## src/rtl/lockstep_pkg.sv

```systemverilog
package lockstep_pkg;

    typedef enum logic [0:0] {
        GS_RUN  = 1'b0,
        GS_SAFE = 1'b1
    } guard_state_e;

    typedef struct packed {
        logic fault;
        logic safe_off;
        logic irq;
    } guard_status_t;

    // Mismatch has priority over clear; clear only leaves SAFE on a clean cycle.
    function automatic guard_state_e guard_next(
        input guard_state_e cur,
        input logic         miss,
        input logic         clr
    );
        guard_state_e nxt;
        nxt = cur;
        if (miss)
            nxt = GS_SAFE;
        else if (clr)
            nxt = GS_RUN;
        return nxt;
    endfunction

endpackage

```

## src/rtl/ls_compare.sv

```systemverilog
module ls_compare #(
    parameter int DATA_W = 8
) (
    input  logic              clk,
    input  logic              rst,
    input  logic              a_valid,
    input  logic [DATA_W-1:0] a_data,
    input  logic              b_valid,
    input  logic [DATA_W-1:0] b_data,
    output logic              miss
);
    logic [DATA_W-1:0] bit_diff;
    logic              data_diff;
    logic              strobe_diff;
    logic              both_valid;

    genvar gi;
    generate
        for (gi = 0; gi < DATA_W; gi++) begin : g_bit
            assign bit_diff[gi] = a_data[gi] ^ b_data[gi];
        end
    endgenerate

    always_comb begin
        data_diff   = |bit_diff;
        strobe_diff = a_valid ^ b_valid;
        both_valid  = a_valid & b_valid;
        miss        = strobe_diff | (both_valid & data_diff);
    end

    // identical valid words never count as a mismatch
    p_equal_no_miss_r2: assert property (@(posedge clk) disable iff (rst)
        (a_valid && b_valid && a_data == b_data) |-> !miss);
    // idle on both sides never compares
    p_idle_no_miss_r2: assert property (@(posedge clk) disable iff (rst)
        (!a_valid && !b_valid) |-> !miss);
    // strobe disagreement is a mismatch
    p_strobe_miss_r3: assert property (@(posedge clk) disable iff (rst)
        (a_valid != b_valid) |-> miss);
endmodule

```

## src/rtl/ls_fault_latch.sv

```systemverilog
module ls_fault_latch
    import lockstep_pkg::*;
(
    input  logic          clk,
    input  logic          rst,
    input  logic          miss,
    input  logic          clr,
    output guard_status_t status
);
    guard_state_e state_q;
    logic         irq_q;

    always_ff @(posedge clk) begin
        if (rst) begin
            state_q <= GS_RUN;
            irq_q   <= 1'b0;
        end else begin
            state_q <= guard_next(state_q, miss, clr);
            irq_q   <= miss && (state_q == GS_RUN);
        end
    end

    always_comb begin
        status.fault    = (state_q == GS_SAFE);
        status.safe_off = (state_q == GS_SAFE);
        status.irq      = irq_q;
    end

    // a sampled mismatch latches the fault
    p_miss_latches_r4: assert property (@(posedge clk) disable iff (rst)
        miss |=> status.fault);
    // fault holds unless a clean clear arrives
    p_fault_sticky_r6: assert property (@(posedge clk) disable iff (rst)
        (status.fault && !clr) |=> status.fault);
    // interrupt is a single-cycle pulse
    p_irq_single_r5: assert property (@(posedge clk) disable iff (rst)
        status.irq |=> !status.irq);
    // interrupt only coincides with the fault's rising edge
    p_irq_on_rise_r5: assert property (@(posedge clk) disable iff (rst)
        status.irq |-> (status.fault && !$past(status.fault)));
endmodule

```

## src/rtl/ls_out_gate.sv

```systemverilog
module ls_out_gate #(
    parameter int DATA_W = 8
) (
    input  logic              clk,
    input  logic              rst,
    input  logic              block,
    input  logic              in_valid,
    input  logic [DATA_W-1:0] in_data,
    output logic              out_valid,
    output logic [DATA_W-1:0] out_data
);
    always_comb begin
        out_valid = in_valid & ~block;
        out_data  = block ? '0 : in_data;
    end

    // blocked cycles present the inactive value
    p_gate_zero_r7: assert property (@(posedge clk) disable iff (rst)
        block |-> (!out_valid && out_data == '0));
    // unblocked cycles forward the primary result
    p_pass_r1: assert property (@(posedge clk) disable iff (rst)
        !block |-> (out_valid == in_valid && out_data == in_data));
endmodule

```

## src/rtl/lockstep_guard.sv

```systemverilog
module lockstep_guard
    import lockstep_pkg::*;
#(
    parameter int DATA_W = 8
) (
    input  logic              clk,
    input  logic              rst,
    input  logic              pri_valid,
    input  logic [DATA_W-1:0] pri_data,
    input  logic              shd_valid,
    input  logic [DATA_W-1:0] shd_data,
    input  logic              clear_fault,
    output logic              out_valid,
    output logic [DATA_W-1:0] out_data,
    output logic              fault,
    output logic              irq,
    output logic              safe_off
);
    logic          miss;
    logic          block;
    guard_status_t status;

    ls_compare #(.DATA_W(DATA_W)) u_cmp (
        .clk     (clk),
        .rst     (rst),
        .a_valid (pri_valid),
        .a_data  (pri_data),
        .b_valid (shd_valid),
        .b_data  (shd_data),
        .miss    (miss)
    );

    ls_fault_latch u_latch (
        .clk    (clk),
        .rst    (rst),
        .miss   (miss),
        .clr    (clear_fault),
        .status (status)
    );

    assign block = status.safe_off | miss;

    ls_out_gate #(.DATA_W(DATA_W)) u_gate (
        .clk       (clk),
        .rst       (rst),
        .block     (block),
        .in_valid  (pri_valid),
        .in_data   (pri_data),
        .out_valid (out_valid),
        .out_data  (out_data)
    );

    assign fault    = status.fault;
    assign safe_off = status.safe_off;
    assign irq      = status.irq;

    // reset clears the fault outputs
    p_reset_clean_r8: assert property (@(posedge clk)
        $past(rst) |-> (!fault && !safe_off && !irq));
endmodule

```

## config.mk

```make
export PLATFORM = sky130hd
export DESIGN_NAME = lockstep_guard
export DESIGN_NICKNAME = d
export VERILOG_FILES = /design/src/rtl/lockstep_pkg.sv /design/src/rtl/ls_compare.sv /design/src/rtl/ls_fault_latch.sv /design/src/rtl/ls_out_gate.sv /design/src/rtl/lockstep_guard.sv
export SDC_FILE = /design/constraint.sdc
export NUM_CORES = 1
export LEC_CHECK = 0
export BUFFER_PORTS_ARGS = -buffer_cell sky130_fd_sc_hd__buf_4
export CORE_AREA = 2 2 39 41
export DETAILED_ROUTE_END_ITERATION = 8
export DIE_AREA = 0 0 41 43
export PLACE_DENSITY = 0.6
export REMOVE_ABC_BUFFERS = 1
export SYNTH_ARGS = -nofsm -noshare
export SYNTH_HDL_FRONTEND = slang
export SYNTH_SLANG_ARGS = --single-unit
```

## constraint.sdc

```tcl
create_clock -name clk -period 1.86 [get_ports clk]
set_clock_uncertainty 0.2 [all_clocks]
set_input_delay 0.186 -clock clk [delete_from_list [all_inputs] [get_ports clk]]
set_output_delay 0.186 -clock clk [all_outputs]
set_load 0.1 [all_outputs]
```

### After elaboration in Yosys (flattened, before gate mapping)

Cells that the tools add are included.

* bits of input ports: 21
* flip-flop bits (word level): 2

* reduce and logical (&&, ||, !) cells: 3
* mux-type cells: 3
* bitwise gates (word level): 16

Operators by type and width (number)
* XOR 1 bit: 9
* 2-to-1 mux 8 bit: 1
* OR reduction 8 bit: 1
* bitwise AND 1 bit: 3
* 2-to-1 mux 1 bit: 2
* inverter 1 bit: 2
* bitwise OR 1 bit: 2
* nonzero test 2 bit: 1
* logical AND 1 bit: 1

### Depth between registers and ports, before layout

* depth in word-level cells: 7
* mapped depth: 5
* mapped depth without buffers: 4

### By module

A second synthesis with hierarchy kept.

* cell total of the unflattened synthesis: 32
* area total of the unflattened synthesis: 255.2 um2

By module, submodules not included
* ls_compare: cells each 13, sequential area each 0.0 um2, times used 1, area each 106.4 um2
* ls_fault_latch: cells each 9, sequential area each 40.0 um2, times used 1, area each 86.3 um2
* ls_out_gate: cells each 9, sequential area each 0.0 um2, times used 1, area each 56.3 um2
* lockstep_guard: cells each 1, sequential area each 0.0 um2, times used 1, area each 6.3 um2

### Least setup slack after synthesis

OpenSTA, ideal clock, no wires.

* path kind: register -> output
* start point: register u_latch.state_q
* end point: output out_data[2]
* arrival: 2.797 ns
* slack: -1.323 ns
* cell stages (with the launch flop): 3
* path buffers: 1
* cells stage by stage: dfxtp_1 > clkbuf_1 > nor4b_2

* cells in the longest elaborated chain, start to end: 2

RTL lines
* from (decl): RTL line ls_fault_latch.sv:10 `guard_state_e state_q;`
* from (signal assigned): RTL line ls_fault_latch.sv:18 `state_q <= guard_next(state_q, miss, clr);`
* bitwise OR 1 bit: RTL line lockstep_guard.sv:41 `assign block = status.safe_off | miss;`
* 2-to-1 mux 8 bit: RTL line ls_out_gate.sv:14 `out_data = block ? '0 : in_data;`
* to (decl): RTL line lockstep_guard.sv:14 `output logic [DATA_W-1:0] out_data,`

No other way between the ends.

### Final worst setup path

* start point: input shd_data[2]
* end point: output out_data[2]

* cells in the longest elaborated chain, start to end: 6

RTL lines
* from (decl): RTL line lockstep_guard.sv:11 `input logic [DATA_W-1:0] shd_data,`
* XOR 1 bit: RTL line ls_compare.sv:20 `assign bit_diff[gi] = a_data[gi] ^ b_data[gi];`
* OR reduction 8 bit: RTL line ls_compare.sv:25 `data_diff = |bit_diff;`
* bitwise AND 1 bit: RTL line ls_compare.sv:28 `miss = strobe_diff | (both_valid & data_diff);`
* bitwise OR 1 bit: RTL line ls_compare.sv:28
* bitwise OR 1 bit: RTL line lockstep_guard.sv:41
* 2-to-1 mux 8 bit: RTL line ls_out_gate.sv:14

No other way between the ends.

==> impl_metrics.env <==
export IMPL_insertion_delay_ns=0.22
export IMPL_yosys_area_top_type="nor4b_2"
export IMPL_path_delay_family="simple AND/OR/NAND/NOR gates"
export IMPL_crit_fanout=5
export IMPL_place_gp_congestion=0.588
export IMPL_core_mm2=0.00138
export IMPL_syn2layout_area_growth_pct=131
export IMPL_cpPeakStageDelay_ns=0.28
export IMPL_r2r_end="u_latch.state_q"
export IMPL_yosysMostFrequentCell="xor2_1"
export IMPL_dieArea_mm2=0.00176
export IMPL_preCtsSetupSlack_ns=-0.145
export IMPL_finalHoldViolCount=0
export IMPL_crit_path_cell_trace="buf_6, xor2_1, nor4_1, a21boi_1, buf_4, nor4b_4, buf_6"
export IMPL_cp_depth=7
export IMPL_reg2regPathDepth=2
export IMPL_root_buffer="clkbuf_4"
export IMPL_synthArstFlopShare_pct=0
export IMPL_setup_violations=6
export IMPL_endpoint="out_data[2]"
export IMPL_r2r_start="u_latch.state_q"
export IMPL_yosys_top_cells_count="xor2_1, nor2_1, nor4b_2, nand2_1"
export IMPL_synthCells=36
export IMPL_drc=0
export IMPL_synth_area_leaders="nor4b_2, xor2_1, dfxtp_1"
export IMPL_io_buffers=32
export IMPL_cp_required_ns=1.47
export IMPL_r2r_slack_ns=0.69
export IMPL_p_int_uw=232
export IMPL_cts_tree="built"
export IMPL_finalWirelength_um=903
export IMPL_seqPwrFrac_pct=12.8
export IMPL_ant_nets=0
export IMPL_numClockSinks=2
export IMPL_violations="setup timing"
export IMPL_power_frac_clock_pct=20.7
export IMPL_path_common_cell="buf_6"
export IMPL_synth_top_flop_cell="dfxtp_1"
export IMPL_peakVddDrop_v=0.000388
export IMPL_leakagePower_uw=0.000364
export IMPL_firstDrtPassIters=2
export IMPL_start_util_pct=23.5
export IMPL_switching_share_pct=49.4
export IMPL_drive_gt1_share_pct=67.6
export IMPL_yosysUniqueCellTypes=16
export IMPL_grt_max_degree=12
export IMPL_netSwitchingPower_uw=227
export IMPL_status="finished with violations"
export IMPL_end_kind="output pin"
export IMPL_postCtsHoldBufs=0
export IMPL_yosysWarningCount=0
export IMPL_path_buf_inv=3
export IMPL_combPwrFrac_pct=66.5
export IMPL_fin_crit_sh_pct=102
export IMPL_grt_pass1_wl_mm=1.49
export IMPL_grt_total_usage_pct=12.4
export IMPL_htree_levels=1
export IMPL_slew_violations=0
export IMPL_synth_edf_count=0
export IMPL_wl_per_cell_um=10.0
export IMPL_hp_class="in2reg"
export IMPL_fin_total_pwr_uw=459
export IMPL_fin_area_um2=751
export IMPL_synth_top_area_share_pct=23.1
export IMPL_maxCapViolCount=0
export IMPL_clock_fmax_ghz=0.526
export IMPL_hold_depth=3
export IMPL_numCtsBuffers=3
export IMPL_hold_ws_ns=0.0119
export IMPL_synth_area_um2=325
export IMPL_cts_setup_buffers=0
export IMPL_nNetsFinal=98
export IMPL_arrival_ns=1.52
export IMPL_clk_path_buf_depth=2
export IMPL_worstMarginPinSlew_ns=0.353
export IMPL_dieHeight_um=43
export IMPL_placed_area_um2=624
export IMPL_startpoint="shd_data[2]"
export IMPL_p_per_area_mw_per_mm2=611
export IMPL_row_count=14
export IMPL_grt_overflow_total=0
export IMPL_antenna_found_initial=0
export IMPL_ys_seq_area_share_pct=12.3
export IMPL_drtIter0Drc=5
export IMPL_crit_type="in2out"
export IMPL_dieWidth_um=41
export IMPL_synth_avg_cell_area_um2=9.04
export IMPL_rsz0062_at_grt="true"
export IMPL_fin_crit_ns=1.90
export IMPL_avgViaCountPerCell=4.37
export IMPL_vias=393
export IMPL_n_antenna_cell=0
export IMPL_fin_ws_ns=-0.0418
export IMPL_io_pins=33
export IMPL_grt_pass1_vias=393
export IMPL_clk_pin_slew_worst_paths_ns=0.03
export IMPL_relSlewSlack_pct=76.5
export IMPL_cpMaxStageDelayCell="nor4_1"
export IMPL_cp_start_kind="input port"
export IMPL_ys_ff_latch=2
-- repair_timing --
| action | in CTS | in global routing |
|---|---|---|
| endpoints found under the setup margin | 6 | 9 |
| gates resized for setup | 16 | 7 |
| pin swaps | 2 | 4 |
-- cells by family after synthesis --
| logic type | count (synthesis) | share of synthesized area, % |
|---|---|---|
| buf+inv | 5 | 9.23 |
| flops | 2 | 12.3 |
| simple gates | 17 | 45.4 |
| compound gates | 3 | 7.69 |
| xor+xnor | 8 | 21.5 |
| fa+ha+maj | 1 | 3.85 |
-- cells in the final DEF, fill, tap and decap left out --
cell type  netlist  final
o31a_2           1      1
a21boi_1         1      1
dfxtp_2          0      1
nor4_1           2      2
nor2_1           5      5
buf_12           0      1
xor2_1           8      8
ha_1             1      1
inv_1            1      1
nor2b_1          1      1
nand2_1          3      3
nor4b_2          5      1
buf_6            1     18
nor4b_4          1      5
dfxtp_1          2      1
clkbuf_4         0      3
buf_4            1     20
o21a_1           1      1
-- registers in the layout (all words and copies together) (netlist names) --
register         count
u_latch.irq_q        1
u_latch.state_q      1
-- worst register-to-register path, stage by stage (launching register included) --
cell and delay (ns):
dfxtp_2 0.41, nor2b_1 0.17, o31a_2 0.27
-- cell type report --
type / count / area, µm²
clock buffers: 3 / 22.5
fillers: 136 / 633
inverters: 1 / 3.75
multi-input cells: 29 / 290
flip-flops and latches: 2 / 41.3
well taps: 16 / 20.0
repair buffers: 39 / 373
-- power groups by stage --
stage	Clock [µW]	Combinational, µW	Sequential (µW)
finish	95.0	305	58.9
floorplan	0	144	97.9
CTS	100	299	58.6
global route	107	318	59.9
detailed placement	0	278	56.5
global placement	0	277	56.2
-- worst min-delay path by stage --
| stage | startpoint | to | slack, ns |
|---|---|---|---|
| after floorplan | rst | u_latch.irq_q | 0.14 |
| after global placement | rst | u_latch.irq_q | 0.24 |
| after CTS | rst | u_latch.irq_q | 0.007 |
| final | rst | u_latch.irq_q | 0.01 |
| after detailed placement | rst | u_latch.irq_q | 0.24 |
| after global routing | rst | u_latch.irq_q | 0.01 |
-- metal layers --
metal  wire [µm]  up-vias  GRT usage (%)
li1            -      201              -
met1         333      178           14.7
met2         523       14           18.8
met3          46        0           3.14
met4           0        0           8.00
met5           0        -              0
-- per-stage QoR --
step | setup TNS [ns] | instances | util, %
floorplan | -15.03 | 32 | -
global placement | -0.837 | 87 | 45.1
detailed placement | -0.754 | 87 | 45.1
CTS | -0.469 | 90 | 52.0
global route | -0.820 | 90 | 54.2
finish | -0.180 | 90 | 54.2
(Power assumes the default switching activity.)
